===== src/rtl/sw_uart_pkg.sv =====
package sw_uart_pkg;
  localparam int OSR       = 16;
  localparam int DATA_BITS = 8;
  localparam int PH_W      = $clog2(OSR);
  localparam int IDX_W     = $clog2(DATA_BITS + 2);
  localparam int BIDX_W    = $clog2(DATA_BITS);

  typedef enum logic [1:0] {
    RX_IDLE,
    RX_START,
    RX_DATA,
    RX_STOP
  } rx_state_e;
endpackage


===== src/rtl/sw_uart_tick.sv =====
module sw_uart_tick #(
  parameter int CLKS_PER_TICK = 4
) (
  input  logic clk,
  input  logic rst_n,
  output logic tick_o
);
  localparam int CW = $clog2(CLKS_PER_TICK + 1);

  logic [CW-1:0] cnt;

  assign tick_o = (cnt == CW'(CLKS_PER_TICK - 1));

  always_ff @(posedge clk or negedge rst_n) begin
    if (!rst_n)      cnt <= '0;
    else if (tick_o) cnt <= '0;
    else             cnt <= cnt + 1'b1;
  end
endmodule


===== src/rtl/sw_uart_sync.sv =====
module sw_uart_sync #(
  parameter int W = 2
) (
  input  logic         clk,
  input  logic         rst_n,
  input  logic [W-1:0] d_i,
  output logic [W-1:0] q_o
);
  logic [W-1:0] meta;

  always_ff @(posedge clk or negedge rst_n) begin
    if (!rst_n) begin
      meta <= '1;
      q_o  <= '1;
    end else begin
      meta <= d_i;
      q_o  <= meta;
    end
  end
endmodule


===== src/rtl/sw_uart_tx.sv =====
module sw_uart_tx
  import sw_uart_pkg::*;
(
  input  logic                 clk,
  input  logic                 rst_n,
  input  logic                 tick_i,
  input  logic [DATA_BITS-1:0] data_i,
  input  logic                 valid_i,
  output logic                 ready_o,
  input  logic                 half_i,
  input  logic                 line_i,
  output logic                 txd_o,
  output logic                 collide_o
);
  logic                 busy;
  logic [DATA_BITS+1:0] frame;
  logic [PH_W-1:0]      ph;
  logic [IDX_W-1:0]     idx;

  assign ready_o = !busy;
  assign txd_o   = frame[0];

  always_ff @(posedge clk or negedge rst_n) begin
    if (!rst_n) begin
      busy      <= 1'b0;
      frame     <= '1;
      ph        <= '0;
      idx       <= '0;
      collide_o <= 1'b0;
    end else begin
      collide_o <= 1'b0;
      if (!busy) begin
        if (valid_i) begin
          frame <= {1'b1, data_i, 1'b0};
          busy  <= 1'b1;
          ph    <= '0;
          idx   <= '0;
        end
      end else if (tick_i) begin
        if (ph == PH_W'(OSR/2 - 1) && half_i && (line_i != frame[0]))
          collide_o <= 1'b1;
        if (ph == PH_W'(OSR - 1)) begin
          ph    <= '0;
          frame <= {1'b1, frame[DATA_BITS+1:1]};
          if (idx == IDX_W'(DATA_BITS + 1)) busy <= 1'b0;
          else                              idx  <= idx + 1'b1;
        end else begin
          ph <= ph + 1'b1;
        end
      end
    end
  end

  AST_READY_DROP: assert property (@(posedge clk) disable iff (!rst_n)
    valid_i && ready_o |=> !ready_o);
  AST_IDLE_HIGH: assert property (@(posedge clk) disable iff (!rst_n)
    ready_o |-> txd_o);
  AST_COLLIDE_HALF: assert property (@(posedge clk) disable iff (!rst_n)
    collide_o |-> $past(half_i));
endmodule


===== src/rtl/sw_uart_rx.sv =====
module sw_uart_rx
  import sw_uart_pkg::*;
(
  input  logic                 clk,
  input  logic                 rst_n,
  input  logic                 tick_i,
  input  logic                 line_i,
  input  logic                 hold_i,
  output logic [DATA_BITS-1:0] data_o,
  output logic                 valid_o,
  output logic                 ferr_o
);
  rx_state_e            state;
  logic [PH_W-1:0]      cnt;
  logic [BIDX_W-1:0]    bidx;
  logic [DATA_BITS-1:0] sh;
  logic                 prev;

  always_ff @(posedge clk or negedge rst_n) begin
    if (!rst_n) begin
      state   <= RX_IDLE;
      cnt     <= '0;
      bidx    <= '0;
      sh      <= '0;
      prev    <= 1'b1;
      data_o  <= '0;
      valid_o <= 1'b0;
      ferr_o  <= 1'b0;
    end else begin
      valid_o <= 1'b0;
      if (hold_i) begin
        state <= RX_IDLE;
        prev  <= 1'b1;
        cnt   <= '0;
      end else if (tick_i) begin
        prev <= line_i;
        case (state)
          RX_IDLE: begin
            if (prev && !line_i) begin
              state <= RX_START;
              cnt   <= '0;
            end
          end
          RX_START: begin
            if (cnt == PH_W'(OSR/2 - 1)) begin
              cnt  <= '0;
              bidx <= '0;
              state <= line_i ? RX_IDLE : RX_DATA;
            end else begin
              cnt <= cnt + 1'b1;
            end
          end
          RX_DATA: begin
            if (cnt == PH_W'(OSR - 1)) begin
              cnt <= '0;
              sh  <= {line_i, sh[DATA_BITS-1:1]};
              if (bidx == BIDX_W'(DATA_BITS - 1)) state <= RX_STOP;
              else                                bidx  <= bidx + 1'b1;
            end else begin
              cnt <= cnt + 1'b1;
            end
          end
          RX_STOP: begin
            if (cnt == PH_W'(OSR - 1)) begin
              cnt     <= '0;
              valid_o <= 1'b1;
              data_o  <= sh;
              ferr_o  <= !line_i;
              state   <= RX_IDLE;
            end else begin
              cnt <= cnt + 1'b1;
            end
          end
          default: state <= RX_IDLE;
        endcase
      end
    end
  end

  AST_RX_PULSE: assert property (@(posedge clk) disable iff (!rst_n)
    valid_o |=> !valid_o);
  AST_HOLD_QUIET: assert property (@(posedge clk) disable iff (!rst_n)
    hold_i |=> !valid_o);
endmodule


===== src/rtl/sw_uart.sv =====
module sw_uart
  import sw_uart_pkg::*;
#(
  parameter int CLKS_PER_TICK = 4
) (
  input  logic       clk,
  input  logic       rst_n,
  input  logic       half_dup_i,
  input  logic       alt_func_i,
  output logic       cfg_err_o,
  input  logic [7:0] tx_data_i,
  input  logic       tx_valid_i,
  output logic       tx_ready_o,
  output logic [7:0] rx_data_o,
  output logic       rx_valid_o,
  output logic       rx_frame_err_o,
  output logic       tx_collide_o,
  output logic       txd_o,
  output logic       txd_oe_o,
  input  logic       txd_pad_i,
  input  logic       rxd_i
);
  logic       tick;
  logic       half_eff;
  logic [1:0] pins_s;
  logic       rxd_s;
  logic       pad_s;
  logic       rx_line;
  logic       rx_hold;

  assign half_eff  = half_dup_i & ~alt_func_i;
  assign cfg_err_o = half_dup_i & alt_func_i;

  sw_uart_tick #(.CLKS_PER_TICK(CLKS_PER_TICK)) u_tick (
    .clk   (clk),
    .rst_n (rst_n),
    .tick_o(tick)
  );

  sw_uart_sync #(.W(2)) u_sync (
    .clk  (clk),
    .rst_n(rst_n),
    .d_i  ({rxd_i, txd_pad_i}),
    .q_o  (pins_s)
  );

  assign rxd_s   = pins_s[1];
  assign pad_s   = pins_s[0];
  assign rx_line = half_eff ? pad_s : rxd_s;
  assign rx_hold = half_eff & ~tx_ready_o;

  sw_uart_tx u_tx (
    .clk      (clk),
    .rst_n    (rst_n),
    .tick_i   (tick),
    .data_i   (tx_data_i),
    .valid_i  (tx_valid_i),
    .ready_o  (tx_ready_o),
    .half_i   (half_eff),
    .line_i   (pad_s),
    .txd_o    (txd_o),
    .collide_o(tx_collide_o)
  );

  sw_uart_rx u_rx (
    .clk    (clk),
    .rst_n  (rst_n),
    .tick_i (tick),
    .line_i (rx_line),
    .hold_i (rx_hold),
    .data_o (rx_data_o),
    .valid_o(rx_valid_o),
    .ferr_o (rx_frame_err_o)
  );

  assign txd_oe_o = half_eff ? ~tx_ready_o : 1'b1;

  AST_HD_RELEASE: assert property (@(posedge clk) disable iff (!rst_n)
    half_eff && tx_ready_o |-> !txd_oe_o);
  AST_CFG_DRIVE: assert property (@(posedge clk) disable iff (!rst_n)
    cfg_err_o |-> txd_oe_o);
  AST_NO_ECHO: assert property (@(posedge clk) disable iff (!rst_n)
    half_eff && !tx_ready_o |=> !rx_valid_o);
endmodule


===== config.mk =====
export PLATFORM = sky130hd
export DESIGN_NAME = sw_uart
export DESIGN_NICKNAME = d
export VERILOG_FILES = /design/src/rtl/sw_uart_pkg.sv /design/src/rtl/sw_uart_tick.sv /design/src/rtl/sw_uart_sync.sv /design/src/rtl/sw_uart_tx.sv /design/src/rtl/sw_uart_rx.sv /design/src/rtl/sw_uart.sv
export SDC_FILE = /design/constraint.sdc
export NUM_CORES = 1
export LEC_CHECK = 0
export ABC_AREA = 1
export BUFFER_PORTS_ARGS = -buffer_cell sky130_fd_sc_hd__buf_2
export CAP_MARGIN = 20
export CORE_ASPECT_RATIO = 1.5
export CORE_MARGIN = 4
export CORE_UTILIZATION = 40
export DETAILED_ROUTE_END_ITERATION = 7
export HOLD_SLACK_MARGIN = 0.12
export PLACE_DENSITY = 0.61
export SLEW_MARGIN = 0
export SYNTH_ARGS = -nofsm -noshare
export SYNTH_HDL_FRONTEND = slang
export SYNTH_SLANG_ARGS = --single-unit

===== constraint.sdc =====
create_clock -name clk -period 2.7 [get_ports clk]
set_clock_uncertainty 0.2 [all_clocks]
set_input_delay 0.135 -clock clk [delete_from_list [all_inputs] [get_ports clk]]
set_output_delay 0.135 -clock clk [all_outputs]
set_load 0.01 [all_outputs]

==> summary.txt <==
Run status
  • Run status: finished, final reports clean

Final layout
  • NumNets Final: 357
  • Commonest non-fill, non-tap cell in the layout: nand2_1
  • Antenna cells: 0
  • Most frequent cells in the layout: nand2_1, dfrtp_1, inv_1
  • Layout cells sized above 1: 28.87%
  • Core Util, Final: 48.23%
  • Synthesis-to-finish area growth: 17.37%

Timing
  • Worst Tran Pin Value: 0.5601 ns
  • Setup TNS: 0 ns
  • Fin crit period: 1.967 ns
  • Hold Vio Cnt, Final: 0
  • Max-slew violation count: 0
  • Worst hold slack: 0.1490 ns
  • Fin crit share: 72.84%
  • Fmax: 0.5085 GHz
  • Relative slew margins: 62.53%
  • Setup violations, final: 0
  • RSZ-0062 raised after global routing: no

Power
  • PD cells: 529.6 mW/mm2
  • Leakage: 1.511 nW
  • Total power: 0.001657 W
  • Maximum vdd drop: 0.2868 mV

Floorplan
  • DIE AREA: 0.008059 mm2
  • Die Wd: 74.65 um
  • Ports: 30
  • Initial Util: 41.09%
  • Vert. Die Dim: 108.0 um
  • Core footprint: 0.006486 mm2
  • Rows: 36

Clock tree
  • Resized cells post-CTS: 0
  • Max Root-Sink Buffers: 2
  • Clock-pin slew on the worst setup and hold paths: 0.10 ns
  • Clock root cell: clkbuf_8
  • Clock sink count: 54
  • Number of buffers created by CTS: 5
  • H-tree levels: 2
  • CTS tree: done
  • Clock latency on the worst-skew pair: 0.31 ns

Logic synthesis
  • Top_reg_cell synth: dfrtp_1
  • FF+latch count, synth: 54
  • YS warnings: 0
  • Async S/R FF share, synth: 100.0%
  • Post-Synthesis Cell Area: 0.002665 mm2
  • Netlist cell types: 32
  • Post-Syn Instances: 288
  • Post-synthesis sequential area ratio: 51.36%
  • Mapped Nets: 310
  • Synthesized area per cell: 9.254 um2
  • Number of synthesized flops with an enable pin: 0

Worst setup path
  • Req. time, crit path: 2.73 ns
  • Crit Path Max Fanout: 19
  • CP Capture Type: flip-flop
  • Class of the most critical setup path: reg2reg
  • CP startpoint kind: flip-flop
  • Critical Path AT: 2.00 ns

Route
  • Via density: 4.748
  • Drt wl/cell: 12.17 um
  • Via count: 1956
  • Iter 0 DRT Violations: 103
  • Drt drc: 0
  • Initial DRT Pass Iterations: 4
  • Post-DRT Antenna Nets: 0
  • Final wirelength: 5016 um

Min path
  • Worst hold path class: in2async

GRT
  • Wire length of the first global-routing pass: 8880 um
  • Vias in the first global route: 1979
  • Pin count of the biggest net entering global routing: 27
  • Global Route Usage Sum: 13.97%
  • Overflow after GRT: 0
  • Initial antenna violation count: 0

Placed design
  • PortBufs: 29
  • Post-DP HPWL: 3648 um
  • Routability cong.: 0.7612

Flow run
  • Max cap viols: 0
[worst max-delay path: stages, from the launching register on]
cell and delay, ns:
dfrtp_1 0.46, buf_4 0.22, inv_2 0.21, nand2_1 0.16
nand2_2 0.15, nand2_4 0.15, nor2_4 0.17, nand3_1 0.08
o21ai_0 0.08
[metrics by stage]
| stage | std cells | cell area, um2 | worst slack (ns) |
|---|---|---|---|
| floorplan | 288 | 2665 | 1.101 |
| CTS | 412 | 3128 | 0.7116 |
| detailed placement | 389 | 2867 | 0.7170 |
| global route | 412 | 3128 | 0.5448 |
| finish | 412 | 3128 | 0.7333 |
| global placement | 389 | 2867 | 0.7864 |
[final timing paths]
kind                                 from       endpoint  slack [ns]  depth (start not counted)
max                             u_tx.busy    u_tx.idx[2]        0.73                          8
min                                 rst_n    u_tx.idx[3]        0.15                          3
max reg2reg                     u_tx.busy    u_tx.idx[2]        0.73                          8
min reg2reg                u_sync.meta[0]  u_sync.q_o[0]        0.16                          0
max in group asynchronous           rst_n   u_rx.bidx[2]        1.20                          3
min in group clk           u_sync.meta[0]  u_sync.q_o[0]        0.16                          0
[power breakdown]
group	internal, W	switching (W)
combinational	0.0000837	0.000142
sequential	0.000836	0.0000442
clock	0.000277	0.000274
total	0.00120	0.000460
[area by class of cell]
class                   count  area, um2
well taps                  76      95.09
clock buffers               5      68.82
flip-flops and latches     54       1369
repair buffers             47      317.8
fillers                   636       3358
inverters                  34      127.6
clock inverters             3      42.54
multi-input cells         193       1107
[repair_timing]
action | 4_1_cts | 5_1_grt
hold endpoints to repair | 62 | 0
buffers inserted | 0 | 0
hold buffers | 15 | 0
setup endpoints to repair | 0 | 0
[synthesized netlist by cell type (3+ instances only)]
library cell | n | area share [%]
buf_6 | 4 | 1.7
dfrtp_1 | 40 | 38
dfstp_2 | 14 | 14
ha_1 | 7 | 3.3
inv_1 | 30 | 4.2
inv_2 | 4 | 0.56
nand2_1 | 67 | 9.4
nand2_2 | 9 | 2.1
nand3_1 | 19 | 3.6
nand3_2 | 3 | 1.1
nor2_1 | 27 | 3.8
nor2_4 | 4 | 1.7
o21ai_0 | 11 | 2.1
o21ai_2 | 17 | 5.6
o31ai_1 | 6 | 1.7
xor2_1 | 4 | 1.3
[flip-flops by register name, indices dropped and copies added (netlist names), 2 cells and up]
name and count:
u_rx.cnt 4, u_rx.data_o 8, u_rx.state 2, u_tx.frame 9
u_tx.ph 4, u_sync.meta 2, u_rx.sh 8, u_rx.bidx 3
u_sync.q_o 2, u_tx.idx 4, u_tick.cnt 3
[cells by family (layout without fill, tap and decap cells)]
kind of cell | after synthesis | in the layout | synth area share [%]
simple gates | 140 | 140 | 25.40
flops | 54 | 54 | 51.36
buf+inv | 41 | 89 | 7.089
compound gates | 42 | 42 | 11.55
xor+xnor | 4 | 4 | 1.314
fa+ha+maj | 7 | 7 | 3.286
[per-layer routing]
metal,share of wire [%],global-route usage [%],wire length (um),vias to the layer above
li1,-,-,-,1017
met4,1.1,3.817,53,0
met2,53,24.65,2675,29
met3,2.9,2.326,145,4
met1,43,17.27,2142,906
met5,0,0,0,-
(Power assumes the default switching activity.)
